### src/rtl/mul_pkg.sv
package mul_pkg;
  // Strobes from the sequencer to the datapath
  typedef struct packed {
    logic load;  // capture operands, clear upper half
    logic step;  // perform one add-and-shift iteration
  } mulStrobes_t;
endpackage

### src/rtl/mul_ctrl.sv
module mul_ctrl
  import mul_pkg::*;
#(
  parameter int WIDTH = 32
) (
  input  logic        clk,
  input  logic        rstN,
  input  logic        startIn,
  output mulStrobes_t strobes,
  output logic        busyOut,
  output logic        doneOut
);
  localparam int CNT_W = (WIDTH > 1) ? $clog2(WIDTH) : 1;
  localparam logic [CNT_W-1:0] LAST_ITER = CNT_W'(WIDTH - 1);

  logic             busyReg;
  logic             doneReg;
  logic [CNT_W-1:0] iterCount;
  logic             lastStep;

  assign lastStep      = busyReg && (iterCount == LAST_ITER);
  assign strobes.load  = startIn && !busyReg;
  assign strobes.step  = busyReg;

  always_ff @(posedge clk or negedge rstN) begin
    if (!rstN) begin
      busyReg   <= 1'b0;
      doneReg   <= 1'b0;
      iterCount <= '0;
    end else begin
      doneReg <= lastStep;
      if (strobes.load) begin
        busyReg   <= 1'b1;
        iterCount <= '0;
      end else if (busyReg) begin
        iterCount <= iterCount + 1'b1;
        if (lastStep) busyReg <= 1'b0;
      end
    end
  end

  assign busyOut = busyReg;
  assign doneOut = doneReg;

  // done is a single-cycle pulse and never overlaps busy
  assert_done_pulse_R5: assert property (@(posedge clk) disable iff (!rstN)
    doneReg |=> !doneReg);
  assert_done_not_busy_R5: assert property (@(posedge clk) disable iff (!rstN)
    doneReg |-> !busyReg);
  // done only follows a busy cycle
  assert_done_after_busy_R4: assert property (@(posedge clk) disable iff (!rstN)
    doneReg |-> $past(busyReg));
  // a run in progress keeps counting regardless of start
  assert_start_ignored_R6: assert property (@(posedge clk) disable iff (!rstN)
    (busyReg && !lastStep) |=> (busyReg && iterCount == $past(iterCount) + 1'b1));
  // acceptance sets busy
  assert_start_taken_R2: assert property (@(posedge clk) disable iff (!rstN)
    (startIn && !busyReg) |=> (busyReg && iterCount == '0));
endmodule

### src/rtl/mul_datapath.sv
module mul_datapath
  import mul_pkg::*;
#(
  parameter int WIDTH = 32
) (
  input  logic               clk,
  input  logic               rstN,
  input  mulStrobes_t        strobes,
  input  logic [WIDTH-1:0]   multiplicandIn,
  input  logic [WIDTH-1:0]   multiplierIn,
  output logic [2*WIDTH-1:0] productOut
);
  localparam int PW = 2 * WIDTH;

  logic [WIDTH-1:0] mcandReg;
  logic [PW-1:0]    prodReg;
  logic [WIDTH-1:0] addend;
  logic [WIDTH:0]   partialSum;  // carry kept as extra bit

  assign addend     = prodReg[0] ? mcandReg : '0;
  assign partialSum = {1'b0, prodReg[PW-1:WIDTH]} + {1'b0, addend};

  always_ff @(posedge clk or negedge rstN) begin
    if (!rstN) begin
      mcandReg <= '0;
      prodReg  <= '0;
    end else if (strobes.load) begin
      mcandReg <= multiplicandIn;
      prodReg  <= {{WIDTH{1'b0}}, multiplierIn};
    end else if (strobes.step) begin
      // {carry, sum, low half} shifted right by one
      prodReg <= {partialSum, prodReg[WIDTH-1:1]};
    end
  end

  assign productOut = prodReg;

  assert_load_image_R2: assert property (@(posedge clk) disable iff (!rstN)
    strobes.load |=> (prodReg[PW-1:WIDTH] == '0 && prodReg[WIDTH-1:0] == $past(multiplierIn)));
  // with no add, the shifted-in top bit must be zero
  assert_noadd_topbit_R3: assert property (@(posedge clk) disable iff (!rstN)
    (strobes.step && !strobes.load && !prodReg[0]) |=> !prodReg[PW-1]);
  // multiplicand is frozen during a run
  assert_mcand_stable_R6: assert property (@(posedge clk) disable iff (!rstN)
    (strobes.step && !strobes.load) |=> $stable(mcandReg));
  // idle product holds
  assert_hold_R7: assert property (@(posedge clk) disable iff (!rstN)
    (!strobes.step && !strobes.load) |=> $stable(prodReg));
endmodule

### src/rtl/shift_add_mul.sv
module shift_add_mul
  import mul_pkg::*;
#(
  parameter int WIDTH = 32
) (
  input  logic               clk,
  input  logic               rstN,
  input  logic               startIn,
  input  logic [WIDTH-1:0]   multiplicandIn,
  input  logic [WIDTH-1:0]   multiplierIn,
  output logic               busyOut,
  output logic               doneOut,
  output logic [2*WIDTH-1:0] productOut
);
  mulStrobes_t strobes;

  mul_ctrl #(.WIDTH(WIDTH)) u_ctrl (
    .clk     (clk),
    .rstN    (rstN),
    .startIn (startIn),
    .strobes (strobes),
    .busyOut (busyOut),
    .doneOut (doneOut)
  );

  mul_datapath #(.WIDTH(WIDTH)) u_dp (
    .clk            (clk),
    .rstN           (rstN),
    .strobes        (strobes),
    .multiplicandIn (multiplicandIn),
    .multiplierIn   (multiplierIn),
    .productOut     (productOut)
  );
endmodule

### config.mk
export PLATFORM = sky130hd
export DESIGN_NAME = shift_add_mul
export DESIGN_NICKNAME = d
export VERILOG_FILES = /design/src/rtl/mul_pkg.sv /design/src/rtl/mul_ctrl.sv /design/src/rtl/mul_datapath.sv /design/src/rtl/shift_add_mul.sv
export SDC_FILE = /design/constraint.sdc
export NUM_CORES = 1
export LEC_CHECK = 0
export CAP_MARGIN = 10
export CORE_MARGIN = 4
export CORE_UTILIZATION = 39
export CTS_BUF_LIST = sky130_fd_sc_hd__clkbuf_8
export DETAILED_ROUTE_END_ITERATION = 6
export SLEW_MARGIN = 30
export SYNTH_ARGS = -nofsm -noshare
export SYNTH_HDL_FRONTEND = slang
export SYNTH_SLANG_ARGS = --single-unit
### constraint.sdc
create_clock -name clk -period 5.7 [get_ports clk]
set_input_delay 0.57 -clock clk [delete_from_list [all_inputs] [get_ports clk]]
set_output_delay 0.57 -clock clk [all_outputs]
set_load 0.005 [all_outputs]
**Word-level counts from Yosys, hierarchy flattened**

Cells that the tools add are included.

- Register bits: 103
- Latch bits: 0
- RAM bits: 0
- Bits in read-only memories: 0
- Input port bits: 67
- Output and inout port bits: 66
- Word-level logic and storage cells: 20
- Memories kept: 0

- Add/sub/neg operators: 2
- $mul: 0
- Divide/modulo/power cells: 0
- Magnitude comparators: 0
- Equality and inequality tests: 1
- Shifts and indexed selects: 0
- Muxes and demuxes: 8
- Bitwise operators: 0
- Reduce and logical (&&, ||, !) cells: 4

Operators by type and width:

| kind | number |
|---|---|
| $mux W64 | 2 |
| $add A32 B32 Y33 | 1 |
| $mux W32 | 1 |
| $mux W5 | 2 |
| $add A5 B1 Y5 const B | 1 |
| $eq A5 B5 Y1 const B | 1 |
| $mux W1 | 3 |
| $logic_and A1 B1 Y1 | 2 |
| $reduce_bool A2 Y1 | 1 |
| $logic_not A1 Y1 | 1 |

**Longest topological paths before layout**

Gate-level depths: netlist (run 1).

- Depth in word-level cells: 5
- Mapped depth: 11
- Mapped depth without buffers: 11

**By module**

From an unflattened synthesis (run 1), not the netlist that was laid out.

- Cells, all modules: 645
- Area, all modules: 6261.0 um2

By module, submodules not included:

| module | times used | cells an instance | area each (um2) | sequential area each (um2) |
|---|---|---|---|---|
| mul_datapath | 1 | 615 | 5916.9 | 2402.3 |
| mul_ctrl | 1 | 30 | 344.1 | 175.2 |

**Least setup slack after synthesis (run 1)**

No wires, ideal clock.

- Path type: register to register
- Start: register u_dp.prodReg[0], in the netlist u_dp.productOut[0]
- End: register u_dp.prodReg[57], in the netlist u_dp.productOut[57]
- Library setup time: 0.104 ns
- Arrival time: 2.615 ns
- Slack: 2.981 ns
- Stages on the path, launching flop included: 12
- Clock period less this slack: 2.719 ns
- Path through: dfrtp_1 clkbuf_1 and2_1 ha_1 buf_2 nand3_1 or2_1 or4_4 a21oi_4 o2111ai_4 a311o_1 o311ai_1

- Word-level cells in the longest chain between the ends: 4

RTL lines:

| what | RTL line | text |
|---|---|---|
| from (decl) | mul_datapath.sv:16 | `logic [PW-1:0] prodReg;` |
| from (signal assigned) | mul_datapath.sv:29 | `prodReg <= {{WIDTH{1'b0}}, multiplierIn};` |
| from (signal assigned) | mul_datapath.sv:32 | `prodReg <= {partialSum, prodReg[WIDTH-1:1]};` |
| $mux W32 | mul_datapath.sv:20 | `assign addend = prodReg[0] ? mcandReg : '0;` |
| $add A32 B32 Y33 | mul_datapath.sv:21 | `assign partialSum = {1'b0, prodReg[PW-1:WIDTH]} + {1'b0, addend};` |
| $mux W64 | mul_datapath.sv:30 | `end else if (strobes.step) begin` |
| $mux W64 | mul_datapath.sv:27 | `end else if (strobes.load) begin` |

No other way between the ends. The select of a mux whose other input is x is not followed.
A chain may end at the register's enable or synchronous reset.

**Worst setup path in the final report (run 1)**

Ends and elaborated chain as after synthesis.

==> results of run 1 <==
path summary, 6_finish.rpt:
path	to	cells after the start	start
min reg2reg	u_dp.mcandReg[20]	1	u_dp.mcandReg[20]
max	u_dp.productOut[57]	11	u_dp.productOut[0]
max in group asynchronous	u_dp.productOut[0]	2	rstN
max reg2reg	u_dp.productOut[57]	11	u_dp.productOut[0]
min	u_dp.mcandReg[12]	1	rstN
min in group clk	u_dp.mcandReg[20]	1	u_dp.mcandReg[20]
state kept, by name, summed over array words and instances (netlist names):
register          cells
u_ctrl.iterCount      5
u_dp.mcandReg        32
u_ctrl.busyOut        1
u_ctrl.doneOut        1
u_dp.productOut      64
critical path, stage by stage, from the launching register on:
cell and delay [ns]:
dfrtp_2 0.70, and2_1 0.20, ha_1 0.19, inv_1 0.07
fa_1 0.40, nor2b_1 0.18, o2111ai_1 0.19, a211o_1 0.38
a21oi_4 0.24, o2111ai_4 0.18, a311o_1 0.35, o311ai_1 0.10
cell type report:
cell class	instances	area, sq um
Sequential cell	103	2580
Clock inverter	6	60.1
Fill cell	1501	7900
Tap cell	216	270
Multi-Input combinational cell	516	3540
Inverter	14	52.6
Timing Repair Buffer	137	1350
Clock buffer	10	138
cells by family after synthesis:
group / after synthesis / share of synthesized area
buf+inv: 54 / 0.0342
simple gates: 206 / 0.159
fa+ha+maj: 35 / 0.0704
flops: 103 / 0.408
xor+xnor: 18 / 0.0249
compound gates: 190 / 0.191
mux: 67 / 0.113
layout by cell type (no fill, tap or decap), types with 4 or more instances in the layout:
| cell | netlist | layout |
|---|---|---|
| a211oi_1 | 4 | 4 |
| a21o_1 | 15 | 15 |
| a21oi_1 | 37 | 37 |
| a31oi_1 | 5 | 5 |
| a32o_1 | 4 | 4 |
| and2_1 | 32 | 32 |
| and3_1 | 6 | 6 |
| buf_4 | 2 | 6 |
| clkbuf_8 | 0 | 10 |
| clkdlybuf4s50_1 | 0 | 130 |
| dfrtp_1 | 103 | 101 |
| ha_1 | 34 | 34 |
| inv_1 | 13 | 13 |
| inv_6 | 0 | 4 |
| mux2_2 | 34 | 34 |
| mux2i_1 | 33 | 33 |
| nand2_1 | 86 | 86 |
| nand2b_1 | 5 | 5 |
| nand3_1 | 12 | 12 |
| nand3b_1 | 5 | 5 |
| nand4_1 | 7 | 7 |
| nor2_1 | 29 | 28 |
| nor3_1 | 5 | 5 |
| o211ai_1 | 5 | 5 |
| o21a_1 | 5 | 5 |
| o21ai_0 | 76 | 76 |
| o31ai_1 | 5 | 5 |
| or3_1 | 4 | 4 |
| xnor2_1 | 10 | 10 |
| xor2_1 | 8 | 8 |
stage by stage:
| stage | setup slack, ns | cells | hold slack, ns |
|---|---|---|---|
| 2_1_floorplan | 2.98 | 673 | 0.274 |
| 3_3_place_gp | 2.24 | 986 | 0.484 |
| 3_5_place_dp | 2.12 | 986 | 0.487 |
| 4_1_cts | 2.07 | 1002 | 0.185 |
| 5_1_grt | 2.15 | 1002 | 0.214 |
| 6_report | 2.40 | 1002 | 0.190 |
metal layers:
metal,track usage,vias to the layer above,routed length (um)
met2,0.298,145,7440
li1,-,2626,-
met3,0.0650,14,1140
met1,0.235,2545,7570
met4,0.0403,0,197
met5,0,-,0
power groups by stage:
| stage | registers [mW] | clock network [mW] | logic, mW |
|---|---|---|---|
| 2_1_floorplan | 1.35 | 0 | 1.77 |
| 3_3_place_gp | 1.44 | 0 | 2.61 |
| 3_5_place_dp | 1.44 | 0 | 2.66 |
| 4_1_cts | 1.43 | 0.485 | 2.67 |
| 5_1_grt | 1.48 | 0.518 | 2.98 |
| 6_report | 1.43 | 0.470 | 2.66 |
==> impl_summary.txt, run 1 <==
----------------------------------------------------
[Route]
  Detailed Route WL ... 16.3 mm
  Starting DRT DRC Count ... 307
  Via count normalized by instance count ... 5.32
  Total number of vias ... 5330
  Average wire per cell in the routed design ... 16.3 um
  Drc violations ... 0
  Number of antenna-violating nets in the routed design ... 0
  First-pass iteration count of the detailed router ... 4

[Floorplan]
  Row Count ... 46
  Die X-Extent ... 135 um
  Overall die area ... 18300 sq um
  Vertical extent of the die ... 135 um
  Initial core utilization ... 0.398
  Standard cell core area ... 15900 sq um
  Top Ports ... 133

[Power]
  Total chip power ... 4.56 mW
  Clock network fraction of design power ... 0.103
  Combinational Power Share ... 0.584
  Internal Power ... 2.64 mW
  Total leakage power ... 3.52 nW
  Worst voltage drop across the vdd grid ... 0.225 mV
  Total power divided by cell area ... 571 nW/um^2
  Switching share of power ... 0.420
  Power dissipated by switching net loads ... 1.92 mW
  Flop pwr share ... 0.313

[Global route]
  Number of antenna violations at the first check in global routing ... 0
  Largest net degree at the start of global routing ... 75
  Overflow after GRT ... 0
  First-pass GRT wire length ... 27.4 mm
  Total track usage ... 0.183
  Number of global-route vias before repair ... 5504

[Logic synthesis]
  Number of flops mapped to enable cells by yosys ... 0
  Top-count cell post-synth ... dfrtp_1
  Async S/R FF share, synth ... 1.00
  Syn avg cell area ... 9.40 sq um
  Share of the yosys chip area belonging to registers ... 0.408
  Most common library cells after synthesis ... dfrtp_1, nand2_1, o21ai_0
  Cell types with the largest area share after synthesis ... dfrtp_1, ha_1, mux2_2
  Mapped Area ... 6320 sq um
  Top flip-flop cell by instance count after synthesis ... dfrtp_1
  Synthesized instance count ... 673
  Synthesis-stage register bit count ... 103
  Yosys top cell area share ... 0.408
  Post-synthesis net count ... 775
  Yosys warns ... 0
  Netlist cell types ... 65
  Synth area leader ... dfrtp_1

[Cells and area]
  N_diodes ... 0
  Share of the core filled with cells ... 0.503
  Area delta synth->final ... 26.3%
  Layout cells sized above 1 ... 0.0954
  Final Instance Area ... 7990 sq um
  Net count, final ... 883

[STA]
  Accumulated negative setup slack ... 0 ns
  RSZ-0062 raised after global routing ... no
  Actual transition at the worst max-transition pin ... 0.809 ns
  Slew margin rel. ... 0.457
  Clock tree skew after final layout ... 0.0168 ns
  Final critical-path share of the clock period ... 0.579
  Hold Vio Cnt, Final ... 0
  Post-route minimum period ... 3.30 ns
  Pins Over Slew Limit ... 0
  Fmax achieved ... 303 MHz
  Count of final setup violators ... 0

[Run]
  # Max-Cap Violations ... 0

[Critical path]
  Category of the critical setup timing path ... register to register
  Crit start category ... register
  Worst Setup End Kind ... register
  Required time reported for the critical path endpoint ... 5.99 ns
  Arrival time worst endpoint ... 3.60 ns
  Critical Path Fanout Max ... 34
  Worst-case register-to-register setup slack ... 2.40 ns

[Clock tree]
  Cells resized by post-CTS repair ... 0
  Clock transition at the registers of the reported paths ... 0.11 ns
  Number of buffers inserted to repair setup after CTS ... 0
  Clock buffers created by TritonCTS ... 9
  Deepest clock path buffer count ... 2
  Htree depth ... 3
  TritonCTS clock tree ... yes
  Hold buffers post-CTS ... 0
  Clock network latency to the later pin of the worst-skew pair ... 0.39 ns
  Clock Tree Root ... clkbuf_8
  Number of clock sinks seen by CTS ... 103

[Min path]
  Class of the worst hold path ... primary input to asynchronous set/reset pin

[Placed design]
  Dpl cell area ... 7790 sq um
  Routability Congestion ... 0.903
  Port buffer count ... 132
  DP HPWL ... 11.8 mm

[Run status]
  Status ... finished clean

----------------------------------------------------
Note: power is estimated with default switching activity, not from simulation.
==> run 2: changes to the inputs <==
==> constraint.sdc (replaced) <==
create_clock -name clk -period 3.27 [get_ports clk]
set_input_delay 0.327 -clock clk [delete_from_list [all_inputs] [get_ports clk]]
set_output_delay 0.327 -clock clk [all_outputs]
set_load 0.005 [all_outputs]
==> impl_summary.txt, run 2 (synthesis gave the netlist of run 1 again) <==
----------------------------------------------------
[Run status]
  Status ... finished with violations
  Failing checks ... hold timing

[Route]
  Number of antenna-violating nets in the routed design ... 0 (unchanged)
  First-pass iteration count of the detailed router ... 5 (+1)
  Via count normalized by instance count ... 5.29 (-0.48%)
  Average wire per cell in the routed design ... 16.3 um (+0.26%)
  Drc violations ... 0 (unchanged)
  Detailed Route WL ... 16.5 mm (+1.2%)
  Starting DRT DRC Count ... 352 (+15%)
  Total number of vias ... 5352 (+0.41%)

[Power]
  Total power divided by cell area ... 991 nW/um^2 (+74%)
  Worst voltage drop across the vdd grid ... 0.385 mV (+71%)
  Total leakage power ... 3.56 nW (+1.1%)

[Critical path]
  Category of the critical setup timing path ... register to register
  Critical Path Fanout Max ... 20 (-41%)
  Worst Setup End Kind ... register
  Reg-to-Reg Start ... u_dp.productOut[0]
  Count of cells along the worst register-to-register path ... 10 (-1)
  Required time reported for the critical path endpoint ... 3.57 ns (-2.42 ns)
  Beginning of the critical path ... u_dp.productOut[0]
  Arrival time worst endpoint ... 3.29 ns (-0.31 ns)
  Crit start category ... register

[Clock tree]
  Number of clock sinks seen by CTS ... 103 (unchanged)
  Cells resized by post-CTS repair ... 0 (unchanged)
  Clock buffers created by TritonCTS ... 9 (unchanged)
  Hold buffers post-CTS ... 0 (unchanged)
  Clock transition at the registers of the reported paths ... 0.11 ns (about the same)
  Htree depth ... 3 (unchanged)
  Deepest clock path buffer count ... 2 (unchanged)
  TritonCTS clock tree ... yes
  Clock Tree Root ... clkbuf_8
  Number of buffers inserted to repair setup after CTS ... 0 (unchanged)
  Clock network latency to the later pin of the worst-skew pair ... 0.39 ns (about the same)

[Cells and area]
  Flip-flop count of the largest register after layout ... 64 (unchanged)
  Highest-count cells in the layout ignoring fill and taps ... clkdlybuf4s50_1, dfrtp_1, nand2_1, o21ai_0, a21oi_1
  N_diodes ... 0 (unchanged)
  Area delta synth->final ... 27.2%
  Net count, final ... 892 (+1.0%)
  Layout cells sized above 1 ... 0.104 (+0.00898)
  Final Instance Area ... 8050 sq um (+0.72%)
  Commonest non-fill, non-tap cell in the layout ... clkdlybuf4s50_1

[Global route]
  Number of antenna violations at the first check in global routing ... 0 (unchanged)
  Total track usage ... 0.186 (+0.00287)
  First-pass GRT wire length ... 27.9 mm (+1.6%)
  Largest net degree at the start of global routing ... 83 (+11%)
  Overflow after GRT ... 0 (unchanged)
  Number of global-route vias before repair ... 5602 (+1.8%)

[Run]
  # Max-Cap Violations ... 0 (unchanged)

[Min path]
  Class of the worst hold path ... primary input to asynchronous set/reset pin

[STA]
  Final critical-path share of the clock period ... 0.916 (+0.337)
  Count of final setup violators ... 0 (unchanged)
  RSZ-0062 raised after global routing ... no
  Hold Vio Cnt, Final ... 45 (+45)
  Post-Route Hold Slack ... -0.0298 ns (-0.220 ns)
  Actual transition at the worst max-transition pin ... 0.748 ns (-0.0608 ns)
  Fmax achieved ... 334 MHz (+10%)
  Accumulated negative setup slack ... 0 ns (unchanged)
  Post-route minimum period ... 3.00 ns (-0.305 ns)
  Slew margin rel. ... 0.501 (+0.0439)
  Pins Over Slew Limit ... 0 (unchanged)
  Clock tree skew after final layout ... 0.0157 ns (-0.00108 ns)

[Floorplan]
  Vertical extent of the die ... 135 um (unchanged)
  Top Ports ... 133 (unchanged)
  Initial core utilization ... 0.398 (unchanged)
  Standard cell core area ... 15900 sq um (unchanged)
  Row Count ... 46 (unchanged)
  Overall die area ... 18300 sq um (unchanged)
  Die X-Extent ... 135 um (unchanged)

[Placed design]
  Routability Congestion ... 0.927 (+2.7%)
  Port buffer count ... 132 (unchanged)
  DP HPWL ... 12.1 mm (+2.5%)
  Dpl cell area ... 7860 sq um (+0.92%)

----------------------------------------------------
## run 2: worst paths after layout
path	to	slack (ns)
max in group asynchronous	u_dp.productOut[57]	2.56
min in group clk	u_ctrl.iterCount[1]	0.28
min reg2reg	u_dp.mcandReg[30]	0.51
max reg2reg	u_dp.productOut[57]	0.27
max	u_dp.productOut[57]	0.27
min	u_dp.mcandReg[11]	-0.03
## run 2: routing by layer
metal / track usage / share of wire / vias up
met2: 0.299 / 0.46 / 151
met3: 0.0587 / 0.070 / 21
li1: - / - / 2647
met1: 0.242 / 0.45 / 2533
met4: 0.0526 / 0.018 / 0
met5: 0 / 0 / -
## run 2: layout make-up
type / instances / area, sq um
inverters: 14 / 52.6
multi-input cells: 516 / 3540
well taps: 216 / 270
fillers: 1496 / 7840
clock inverters: 7 / 61.3
clock buffers: 9 / 124
repair buffers: 146 / 1420
flip-flops and latches: 103 / 2580
## run 2: power by group
part	internal [mW]	switching [mW]	total, mW	leakage [nW]
sequential	1.94	0.515	2.45	1.24
combinational	2.39	2.33	4.72	2.23
clock	0.295	0.509	0.804	0.0945
## run 2: worst max-delay path, cell delays in order (launching register included)
cell       delay [ns]
dfrtp_1          0.43
buf_4            0.21
and2_1           0.15
ha_1             0.44
nand2_2          0.09
or2_1            0.26
or4_4            0.49
a21oi_4          0.19
o2111ai_4        0.16
a311o_1          0.37
o311ai_1         0.10
## run 2: per-stage QoR
stage / worst slack, ns / utilization / cells / total power [mW] / hold slack, ns
after detailed placement: 0.331 / 0.495 / 995 / 7.18 / 0.439
after floorplan: 0.551 / - / 673 / 5.44 / 0.0314
after global placement: 0.321 / 0.495 / 995 / 7.09 / 0.485
after global routing: 0.110 / 0.506 / 1011 / 8.76 / 0.0311
after CTS: 0.283 / 0.506 / 1011 / 8.06 / 0.00148
final: 0.273 / 0.506 / 1011 / 7.97 / -0.0298
